<file path="src/rtl/zc_buf_pkg.sv">
package zc_buf_pkg;
  localparam logic OWN_PKT = 1'b0;
  localparam logic OWN_IO  = 1'b1;
  localparam logic DIR_OUT = 1'b0;
  localparam logic DIR_IN  = 1'b1;
endpackage

</file>
<file path="src/rtl/zc_ring.sv">
module zc_ring
  import zc_buf_pkg::*;
#(
  parameter int NUM_BUF  = 8,
  parameter int MAX_RING = 4,
  localparam int BUF_W   = $clog2(NUM_BUF),
  localparam int SLOT_W  = $clog2(MAX_RING)
) (
  input  logic               clk_i,
  input  logic               rst_ni,
  input  logic               en_i,
  input  logic               dir_i,
  input  logic [BUF_W-1:0]   base_i,
  input  logic [SLOT_W-1:0]  depth_i,
  input  logic               pkt_hit_i,
  input  logic               io_hit_i,
  output logic [BUF_W-1:0]   pkt_buf_o,
  output logic [BUF_W-1:0]   io_buf_o,
  output logic               pkt_ready_o,
  output logic               io_ready_o,
  output logic               pkt_refuse_o,
  output logic               io_refuse_o,
  output logic [NUM_BUF-1:0] io_mask_o
);

  logic                en_q;
  logic                dir_q;
  logic [BUF_W-1:0]    base_q;
  logic [SLOT_W-1:0]   depth_q;
  logic [MAX_RING-1:0] slot_io_q;
  logic [SLOT_W-1:0]   pkt_idx_q, io_idx_q;

  logic                live;
  logic                dir_e;
  logic [BUF_W-1:0]    base_e;
  logic [SLOT_W-1:0]   depth_e;
  logic [MAX_RING-1:0] slot_io_e, slot_io_n;
  logic [SLOT_W-1:0]   pkt_idx_e, io_idx_e, pkt_idx_n, io_idx_n;
  logic                pkt_acc, io_acc;

  function automatic logic [SLOT_W-1:0] step_idx(input logic [SLOT_W-1:0] idx,
                                                 input logic [SLOT_W-1:0] last);
    return (idx == last) ? '0 : idx + 1'b1;
  endfunction

  // registered state is valid only from the second enabled cycle on
  assign live      = en_i & en_q;
  assign dir_e     = live ? dir_q     : dir_i;
  assign base_e    = live ? base_q    : base_i;
  assign depth_e   = live ? depth_q   : depth_i;
  assign slot_io_e = live ? slot_io_q : {MAX_RING{(dir_i == DIR_IN) ? OWN_IO : OWN_PKT}};
  assign pkt_idx_e = live ? pkt_idx_q : '0;
  assign io_idx_e  = live ? io_idx_q  : '0;

  assign pkt_ready_o = (slot_io_e[pkt_idx_e] == OWN_PKT);
  assign io_ready_o  = (slot_io_e[io_idx_e]  == OWN_IO);

  assign pkt_acc      = pkt_hit_i & en_i & pkt_ready_o;
  assign io_acc       = io_hit_i  & en_i & io_ready_o;
  assign pkt_refuse_o = pkt_hit_i & ~pkt_acc;
  assign io_refuse_o  = io_hit_i  & ~io_acc;

  assign pkt_buf_o = base_e + BUF_W'(pkt_idx_e);
  assign io_buf_o  = base_e + BUF_W'(io_idx_e);

  always_comb begin
    slot_io_n = slot_io_e;
    pkt_idx_n = pkt_idx_e;
    io_idx_n  = io_idx_e;
    if (pkt_acc) begin
      slot_io_n[pkt_idx_e] = OWN_IO;
      pkt_idx_n            = step_idx(pkt_idx_e, depth_e);
    end
    if (io_acc) begin
      slot_io_n[io_idx_e] = OWN_PKT;
      io_idx_n            = step_idx(io_idx_e, depth_e);
    end
  end

  always_comb begin
    io_mask_o = '0;
    for (int s = 0; s < MAX_RING; s++) begin
      if (SLOT_W'(s) <= depth_e && slot_io_e[s] == OWN_IO)
        io_mask_o[base_e + BUF_W'(s)] = 1'b1;
    end
  end

  always_ff @(posedge clk_i or negedge rst_ni) begin
    if (!rst_ni) begin
      en_q      <= 1'b0;
      dir_q     <= DIR_OUT;
      base_q    <= '0;
      depth_q   <= '0;
      slot_io_q <= '0;
      pkt_idx_q <= '0;
      io_idx_q  <= '0;
    end else begin
      en_q      <= en_i;
      dir_q     <= dir_e;
      base_q    <= base_e;
      depth_q   <= depth_e;
      slot_io_q <= slot_io_n;
      pkt_idx_q <= pkt_idx_n;
      io_idx_q  <= io_idx_n;
    end
  end

endmodule

</file>
<file path="src/rtl/zc_side_ctl.sv">
module zc_side_ctl #(
  parameter int NUM_EP = 4,
  localparam int EP_W  = $clog2(NUM_EP)
) (
  input  logic              clk_i,
  input  logic              rst_ni,
  input  logic              commit_i,
  input  logic [EP_W-1:0]   ep_i,
  input  logic [NUM_EP-1:0] refuse_i,
  output logic [NUM_EP-1:0] hit_o,
  output logic              stall_o
);

  always_comb begin
    hit_o = '0;
    if (commit_i) hit_o[ep_i] = 1'b1;
  end

  always_ff @(posedge clk_i or negedge rst_ni) begin
    if (!rst_ni) stall_o <= 1'b0;
    else         stall_o <= |refuse_i;
  end

endmodule

</file>
<file path="src/rtl/zc_own_map.sv">
module zc_own_map #(
  parameter int NUM_BUF = 8,
  parameter int NUM_EP  = 4
) (
  input  logic [NUM_EP*NUM_BUF-1:0] io_mask_i,
  output logic [NUM_BUF-1:0]        own_o
);

  always_comb begin
    own_o = '0;
    for (int e = 0; e < NUM_EP; e++) own_o |= io_mask_i[e*NUM_BUF +: NUM_BUF];
  end

endmodule

</file>
<file path="src/rtl/zc_buf_switch.sv">
module zc_buf_switch #(
  parameter int NUM_BUF  = 8,
  parameter int NUM_EP   = 4,
  parameter int MAX_RING = 4,
  localparam int BUF_W   = $clog2(NUM_BUF),
  localparam int EP_W    = $clog2(NUM_EP),
  localparam int SLOT_W  = $clog2(MAX_RING)
) (
  input  logic                    clk_i,
  input  logic                    rst_ni,
  input  logic [NUM_EP-1:0]       ep_en_i,
  input  logic [NUM_EP-1:0]       ep_dir_i,
  input  logic [NUM_EP*BUF_W-1:0] ep_base_i,
  input  logic [NUM_EP*SLOT_W-1:0] ep_depth_i,
  input  logic                    pkt_commit_i,
  input  logic [EP_W-1:0]         pkt_ep_i,
  input  logic                    io_commit_i,
  input  logic [EP_W-1:0]         io_ep_i,
  output logic [NUM_EP*BUF_W-1:0] pkt_buf_o,
  output logic [NUM_EP*BUF_W-1:0] io_buf_o,
  output logic [NUM_EP-1:0]       pkt_ready_o,
  output logic [NUM_EP-1:0]       io_ready_o,
  output logic                    pkt_stall_o,
  output logic                    io_stall_o,
  output logic [NUM_BUF-1:0]      own_o
);

  logic [NUM_EP-1:0]         pkt_hit, io_hit, pkt_refuse, io_refuse;
  logic [NUM_EP*NUM_BUF-1:0] io_mask;

  zc_side_ctl #(.NUM_EP(NUM_EP)) i_pkt_ctl (
    .clk_i, .rst_ni,
    .commit_i (pkt_commit_i),
    .ep_i     (pkt_ep_i),
    .refuse_i (pkt_refuse),
    .hit_o    (pkt_hit),
    .stall_o  (pkt_stall_o)
  );

  zc_side_ctl #(.NUM_EP(NUM_EP)) i_io_ctl (
    .clk_i, .rst_ni,
    .commit_i (io_commit_i),
    .ep_i     (io_ep_i),
    .refuse_i (io_refuse),
    .hit_o    (io_hit),
    .stall_o  (io_stall_o)
  );

  for (genvar e = 0; e < NUM_EP; e++) begin : g_ep
    zc_ring #(.NUM_BUF(NUM_BUF), .MAX_RING(MAX_RING)) i_ring (
      .clk_i, .rst_ni,
      .en_i         (ep_en_i[e]),
      .dir_i        (ep_dir_i[e]),
      .base_i       (ep_base_i[e*BUF_W +: BUF_W]),
      .depth_i      (ep_depth_i[e*SLOT_W +: SLOT_W]),
      .pkt_hit_i    (pkt_hit[e]),
      .io_hit_i     (io_hit[e]),
      .pkt_buf_o    (pkt_buf_o[e*BUF_W +: BUF_W]),
      .io_buf_o     (io_buf_o[e*BUF_W +: BUF_W]),
      .pkt_ready_o  (pkt_ready_o[e]),
      .io_ready_o   (io_ready_o[e]),
      .pkt_refuse_o (pkt_refuse[e]),
      .io_refuse_o  (io_refuse[e]),
      .io_mask_o    (io_mask[e*NUM_BUF +: NUM_BUF])
    );
  end

  zc_own_map #(.NUM_BUF(NUM_BUF), .NUM_EP(NUM_EP)) i_own_map (
    .io_mask_i (io_mask),
    .own_o     (own_o)
  );

endmodule

</file>
<file path="config.mk">
export PLATFORM = sky130hd
export DESIGN_NAME = zc_buf_switch
export DESIGN_NICKNAME = d
export VERILOG_FILES = /design/src/rtl/zc_buf_pkg.sv /design/src/rtl/zc_ring.sv /design/src/rtl/zc_side_ctl.sv /design/src/rtl/zc_own_map.sv /design/src/rtl/zc_buf_switch.sv
export SDC_FILE = /design/constraint.sdc
export NUM_CORES = 1
export LEC_CHECK = 0
export ABC_AREA = 1
export CAP_MARGIN = 10
export CORE_MARGIN = 10
export CORE_UTILIZATION = 46
export DETAILED_ROUTE_END_ITERATION = 8
export DONT_BUFFER_PORTS = 1
export PLACE_DENSITY = 0.73
export SLEW_MARGIN = 40
export SYNTH_ARGS = -nofsm -noshare
export SYNTH_HDL_FRONTEND = slang
export SYNTH_SLANG_ARGS = --single-unit
</file>
<file path="constraint.sdc">
create_clock -name clk_i -period 1.9 [get_ports clk_i]
set_input_delay 0.285 -clock clk_i [delete_from_list [all_inputs] [get_ports clk_i]]
set_output_delay 0.285 -clock clk_i [all_outputs]
set_load 0.05 [all_outputs]
</file>
# Yosys cells after proc, flatten, opt, wreduce, memory -nomap -nowiden

Index checks and enable logic that the tools add are counted.

Input port bits: 36
Memories: 0
Register bits: 58
RAM bits: 0
Bits in read-only memories: 0
Latch bits: 0
Output and inout bits: 42

Add/subtract/negate cells: 28
Div/mod/pow operators: 0
Bitwise gates (word level): 67
Shifts and indexed selects: 0
Equal/unequal tests: 8
Multiplexer cells: 134
$mul: 0
$lt $le $gt $ge: 68
Reductions and logical operators: 44

Operator list:

| cell                                                                         | count |
|---|---|
| 8-bit 2-to-1 mux                                                             | 16 |
| 8-bit OR                                                                     | 15 |
| 3-bit by 4-bit less-than comparator with 1-bit output, second input constant | 16 |
| 2-bit 2-to-1 mux                                                             | 28 |
| 4-bit 2-to-1 mux                                                             | 14 |
| 1-bit demux with 3-bit select                                                | 16 |
| 3-bit by 1-bit >= comparator with 1-bit output, second input constant        | 16 |
| 1-bit logical AND                                                            | 42 |
| 1-bit 2-to-1 mux                                                             | 38 |
| 2-bit by 3-bit less-than comparator with 1-bit output, second input constant | 10 |
| 1-bit bitwise AND                                                            | 28 |
| 3-bit by 2-bit adder with 3-bit output                                       | 8 |
| 3-bit by 2-bit adder with 3-bit output, second input constant                | 8 |
| 1-bit demux with 2-bit select                                                | 10 |
| 2-bit by 1-bit >= comparator with 1-bit output, second input constant        | 10 |
| 2-bit by 1-bit adder with 2-bit output, second input constant                | 8 |
| 4-bit bitwise AND                                                            | 4 |
| 1-bit binary-select mux with 2-bit select                                    | 8 |
| 2-bit == test                                                                | 8 |
| 1-bit by 2-bit <= comparator with 1-bit output, first input constant         | 8 |
| 2-bit <= comparator, first input constant                                    | 8 |
| 4-bit NOT                                                                    | 4 |
| 4-bit OR                                                                     | 4 |
| 3-bit by 1-bit adder with 3-bit output, second input constant                | 4 |
| 3 further kinds                                                              | 18 |

# Longest topological paths before layout

Gate-level depths: netlist (run 1).

Depth in word-level cells: 16
Mapped depth: 15

# Hierarchy

Synthesis (run 1) repeated with hierarchy kept, for this count alone.

Cell total of the unflattened synthesis: 1003
Area total of the unflattened synthesis: 6368.6 sq um

Modules (own cells, without submodules):

| module                        | cells an instance | area each (sq um) | times used |
|---|---|---|---|
| zc_ring at g_ep[1].i_ring ... | 233               | 1520.2            | 2 |
| zc_ring at g_ep[3].i_ring     | 251               | 1575.3            | 1 |
| zc_ring at g_ep[0].i_ring     | 238               | 1530.2            | 1 |
| zc_side_ctl                   | 12                | 66.3              | 2 |
| zc_own_map                    | 24                | 90.1              | 1 |

# Least setup slack after synthesis (run 1)

Ideal clock, no wire load.

Kind: reg-to-output
From: register g_ep[3].i_ring.en_q
To: output pkt_buf_o[11]
Stages on the path, launching flop included: 9
Setup slack: -0.727 ns
Arrival: 2.342 ns
Path through: dfrtp_1 -> nand2_4 -> nand2_1 -> nand2_2 -> buf_2 -> ha_1 -> inv_1 -> fa_1 -> xnor2_1

Cells in the longest elaborated chain, start to end: 3
Elaborated cells between the ends (all ways): 4

Ends and longest elaborated chain:

| element                                | line                | RTL |
|---|---|---|
| start: declaration                     | zc_ring.sv:26       | `logic en_q;` |
| start signal: assignment               | zc_ring.sv:98       | `en_q <= en_i;` |
| 1-bit bitwise AND                      | zc_ring.sv:47       | `assign live = en_i & en_q;` |
| 3-bit 2-to-1 mux                       | zc_ring.sv:49       | `assign base_e = live ? base_q : base_i;` |
| net g_ep[3].i_ring.base_e[0]           | zc_ring.sv:35       | `logic [BUF_W-1:0] base_e;` |
| 3-bit by 2-bit adder with 3-bit output | zc_ring.sv:63       | `assign pkt_buf_o = base_e + BUF_W'(pkt_idx_e);` |
| end: declaration                       | zc_buf_switch.sv:19 | `output logic [NUM_EP*BUF_W-1:0] pkt_buf_o,` |

The timed path passes the listed nets, and every way through them passes these cells.

# Final worst setup path (run 1)

From: register g_ep[2].i_ring.en_q
To: output own_o[7]

Cells in the longest elaborated chain, start to end: 15
Elaborated cells between the ends (all ways): 44

Ends and longest elaborated chain:

| element                                                                                                   | line                | RTL |
|---|---|---|
| start: declaration                                                                                        | zc_ring.sv:26       |  |
| start signal: assignment                                                                                  | zc_ring.sv:98       |  |
| 1-bit bitwise AND (*)                                                                                     | zc_ring.sv:47       |  |
| 3-bit 2-to-1 mux                                                                                          | zc_ring.sv:49       |  |
| 3-bit by 1-bit adder with 3-bit output, or another cell as far along                                      | zc_ring.sv:84       | `io_mask_o[base_e + BUF_W'(s)] = 1'b1;` |
| 3-bit by 4-bit less-than comparator with 1-bit output (not written as such), or another cell as far along | zc_ring.sv:84       |  |
| 1-bit logical AND (not written as such) / 1-bit 2-to-1 mux (equally long branches)                        | zc_ring.sv:84       |  |
| 1-bit 2-to-1 mux (not written as such) / 1-bit demux with 3-bit select (equally long branches)            | -                   |  |
| 1-bit demux with 3-bit select / 8-bit 2-to-1 mux (equally long branches)                                  | -                   |  |
| 8-bit OR (no source line)                                                                                 | -                   |  |
| 8-bit 2-to-1 mux                                                                                          | zc_ring.sv:83       | `if (SLOT_W'(s) <= depth_e && slot_io_e[s] == OWN_IO)` |
| 8-bit OR (no source line)                                                                                 | -                   |  |
| 8-bit 2-to-1 mux                                                                                          | zc_ring.sv:83       |  |
| 8-bit OR (no source line)                                                                                 | -                   |  |
| 8-bit 2-to-1 mux (*)                                                                                      | zc_ring.sv:83       |  |
| 8-bit OR (*) (2 in series)                                                                                | zc_own_map.sv:11    | `for (int e = 0; e < NUM_EP; e++) own_o \|= io_mask_i[e*NUM_BUF +: NUM_BUF];` |
| end: declaration                                                                                          | zc_buf_switch.sv:25 | `output logic [NUM_BUF-1:0] own_o` |

Every way passes the cells marked *; elsewhere a longest branch is shown, timed or not.

==> results.ini, run 1 <==
[setup_path]
worstPathCellList = nand2_4 > nand2_4 > nand2_8 > buf_4 > ha_4 > inv_4 > nand3_4 > nand3_2 > nor2_1 > nor2_1 > nand2_1 > nor2_2 > nand2_2 > buf_12
crit_path_max_fanout = 5
critPathRequiredTime_ps = 1620
worstReg2RegEnd = i_pkt_ctl.stall_o$_DFF_PN0_
worst_setup_path_startpoint = g_ep[2].i_ring.en_q$_DFF_PN0_
critPathLaunchType = flip-flop
r2r_setup_slk_ps = -130
worst_r2r_path_depth = 14
worst_path_max_delay_cell = dfrtp_2
crit_family = simple AND/OR/NAND/NOR gates
crit_arrival_ps = 2300
critical_path.reg2reg.startpoint = g_ep[1].i_ring.en_q$_DFF_PN0_
timing.setup.critical_path_class = reg2out
slowest_delay_ps = 440
critical_path.n_buffers_inverters = 3
worst_setup_end_kind = primary output

[outcome]
violations_in_the_final_reports = setup timing
run_status = finished, violations left

[synth]
synth_top_flop_cell = dfrtp_1
synth_cell_type_count = 33
combinational_family_with_the_most_area_after_synthesis = simple AND/OR/NAND/NOR gates
syn-instance-count = 1062
share_of_the_synthesized_area_in_compound_gates_ao_oa_aoi_oai_pct = 5.82
synth_most_common_cell = nand2_1
yosys.area_share.xor_xnor_pct = 1.04
netlist.area_leader.share_pct = 21.6
yosys_warnings = 0
synth.mux.area_fraction_pct = 0
synth_fp_nets = 1154
synth.largest_area_cell = dfrtp_1
netlist_top_cells_area = dfrtp_1, nand2_1, nand3_1, ha_1, nor2_1
yosys.area_share.adder_pct = 11.3
yosys.area_share.simple_pct = 48.2
avgSynthCellArea_um2 = 6.31
yosysSeqAreaShare_pct = 21.6
number_of_enable_type_register_cells_in_the_synthesized_netlist = 0
ys_ff_latch = 58
netlist_area_mm2 = 0.00671
share_of_async_settable_or_async_resettable_flops_after_synthesis_pct = 100
leading_cell_types_by_count_after_synthesis = nand2_1, nor2_1, inv_1

[detailed_routing]
post-route-drc-count = 0
drt_iter0_markers = 920
detailroute.via_count = 8129
drt-wirelength-per-cell_um = 17.8
detailedRoute.firstPassIterationCount = 5
ant_nets = 0
postRouteWirelength_um = 25800
routed_via_density = 5.60

[min_path]
worst_hold_path_type = in2reg
worstHoldPathCells = 2
hold_path_startpoint = ep_depth_i[4]
worst_hold_path.endpoint = g_ep[2].i_ring.depth_q[0]$_DFF_PN0_

[place]
hpwl_um = 16900
numPlacedInstances = 1387
portBuffers = 0
detailed_place.area_mm2 = 0.00883
place_worst_setup_slack_ps = -269
gp_routability_congestion = 0.983

[sta]
worst_clock_skew_ps = 6.30
fin_tns_setup_ps = -16420
max_slew_violation_total_from_the_final_report = 0
final_min_period_over_clock_period_pct = 136
final.min_clock_period_ps = 2580
hold_violations = 0
unrepaired_setup_endpoints_after_global_routing = yes
final_hold_slack_ps = 131
postLayoutSetupSlackWorst_ps = -681
maxClockFrequency_mhz = 387
setup_viol = 45
tightestPinTransition_ps = 590
slew_headroom_pct = 60.4

[pwr]
leakagePower_nw = 5.22
cellPowerDensity_mw_per_mm2 = 563
power_mw = 5.97
worst_supply_voltage_drop_on_vdd_v = 0.000371

[cells_and_area]
fin_nets = 1354
fin_cells = 1451
finish.utilization_pct = 73.5
area.sequential_mm2 = 0.00146
diode_count = 0
drive_gt1_share_pct = 42.7
areaGrowthSynthToFinish_pct = 58.1
footprint_of_the_multi_input_gates_mm2 = 0.00572
fillCellCount = 999
final_design_area_no_fill_mm2 = 0.0106

[grt]
grt_pass1_vias = 7673
grt_max_degree = 59
antenna_found_initial = 0
track_usage_pct = 23.1
wire_length_of_the_first_global_routing_pass_um = 38000
grt_overflow = 0

[clock_network]
clk_pin_slew_ps = 50
master_cell_of_the_clock_root_buffer = clkbuf_16
max-clock-path-buffers = 2
clk_latency_ps = 350
cts_tree = built
cts.sink_count = 58
cts.htree.levels = 3
tritoncts_buffer_count = 9

[floorplan]
core_area_mm2 = 0.0144
die_h_um = 141
initial_utilization_pct = 46.5
die_w_um = 141
placement_rows = 44
fp.dieArea_mm2 = 0.0198
pin_count = 78

[run]
max_capacitance_violation_total = 0

## worst reg2reg max path: stages, from the launching register on
cell and delay, ps:
dfrtp_2 440, nand2_4 140, buf_8 180, nor2_4 90
inv_2 50, buf_4 150, a21oi_2 160, o21ai_2 90
nand2_2 100, buf_6 130, nand2_4 60, nand2_1 130
nand2_2 90, inv_1 70, nand2_1 50
## cell usage in the layout, fill, tap and decap left out, drive strengths merged
cell,netlist,routed
clkbuf,0,14
nor2,164,164
ha,48,48
bufbuf,0,1
o2111ai,1,1
nand3,137,137
fa,8,8
nand4,24,24
nor4,1,1
nand2,355,357
o211ai,9,9
buf,29,210
bufinv,0,1
xnor2,6,6
nor3,8,8
inv,151,146
clkinv,0,2
dlygate4sd3,0,5
dfrtp,58,58
and2,2,2
clkinvlp,0,4
a21oi,20,20
xor2,2,2
o21ai,39,39
## timing repair
action / CTS / global route
pin swaps: 48 / 91
endpoints found under the setup margin: 60 / 65
cloned: 3 / 0
gates resized for setup: 145 / 136
buffers inserted: 22 / 24
hold buffers: 6 / 0
endpoints found under the hold margin: 62 / 0
## worst max path at each step
| stage | to | slack [ps] | cells after the start |
|---|---|---|---|
| after floorplan | io_buf_o[4] | -220 | 8 |
| after global placement | own_o[7] | -220 | 13 |
| after detailed placement | own_o[0] | -270 | 10 |
| after CTS | pkt_buf_o[1] | -550 | 9 |
| after global routing | own_o[7] | -750 | 14 |
| final | own_o[7] | -680 | 14 |
## registers in the layout (all words and copies together) (netlist names)
name / flops
i_io_ctl.stall_o: 1
i_pkt_ctl.stall_o: 1
g_ep.i_ring.io_idx_q: 8
g_ep.i_ring.base_q: 12
g_ep.i_ring.slot_io_q: 16
g_ep.i_ring.pkt_idx_q: 8
g_ep.i_ring.depth_q: 8
g_ep.i_ring.en_q: 4
## logic make-up after synthesis
family	after synthesis
buf+inv	180
compound gates	69
flops	58
fa+ha+maj	56
xor+xnor	8
simple gates	691
## cell type report
class,instances,area share [%]
sequential,58,13.7
tap,184,2.17
clock inverter,2,0.330
multi-input combinational,826,54.0
inverter,151,5.84
clock buffer,14,2.49
timing repair buffer,216,21.4
## per-layer routing
layer | GRT usage, % | wire [um] | vias to the layer above | share of wire, %
met3 | 4.70 | 2040 | 104 | 7.9
met4 | 10.4 | 1280 | 0 | 5.0
met1 | 27.5 | 9740 | 3864 | 38
met5 | 0 | 0 | - | 0
li1 | - | - | 3754 | -
met2 | 39.2 | 12800 | 407 | 49
## report_power, final
group          internal (mW)  switching [mW]  leakage (nW)  total (mW)
Clock                   1.09           0.619         0.147        1.70
Sequential              1.32          0.0840         0.720        1.40
Combinational           1.17            1.70          4.35        2.87
No activity file was read; power rests on OpenSTA's default activity.
==> run 2, diff against run 1 <==
--- a/config.mk
+++ b/config.mk
@@ -9,10 +9,10 @@
 export CAP_MARGIN = 10
 export CORE_MARGIN = 10
 export CORE_UTILIZATION = 46
+export CTS_CLUSTER_SIZE = 12
 export DETAILED_ROUTE_END_ITERATION = 8
 export DONT_BUFFER_PORTS = 1
 export PLACE_DENSITY = 0.73
-export SLEW_MARGIN = 40
 export SYNTH_ARGS = -nofsm -noshare
 export SYNTH_HDL_FRONTEND = slang
 export SYNTH_SLANG_ARGS = --single-unit
==> results of run 2 <==
No change in the layout: final DEF, timing and power equal those of run 1.
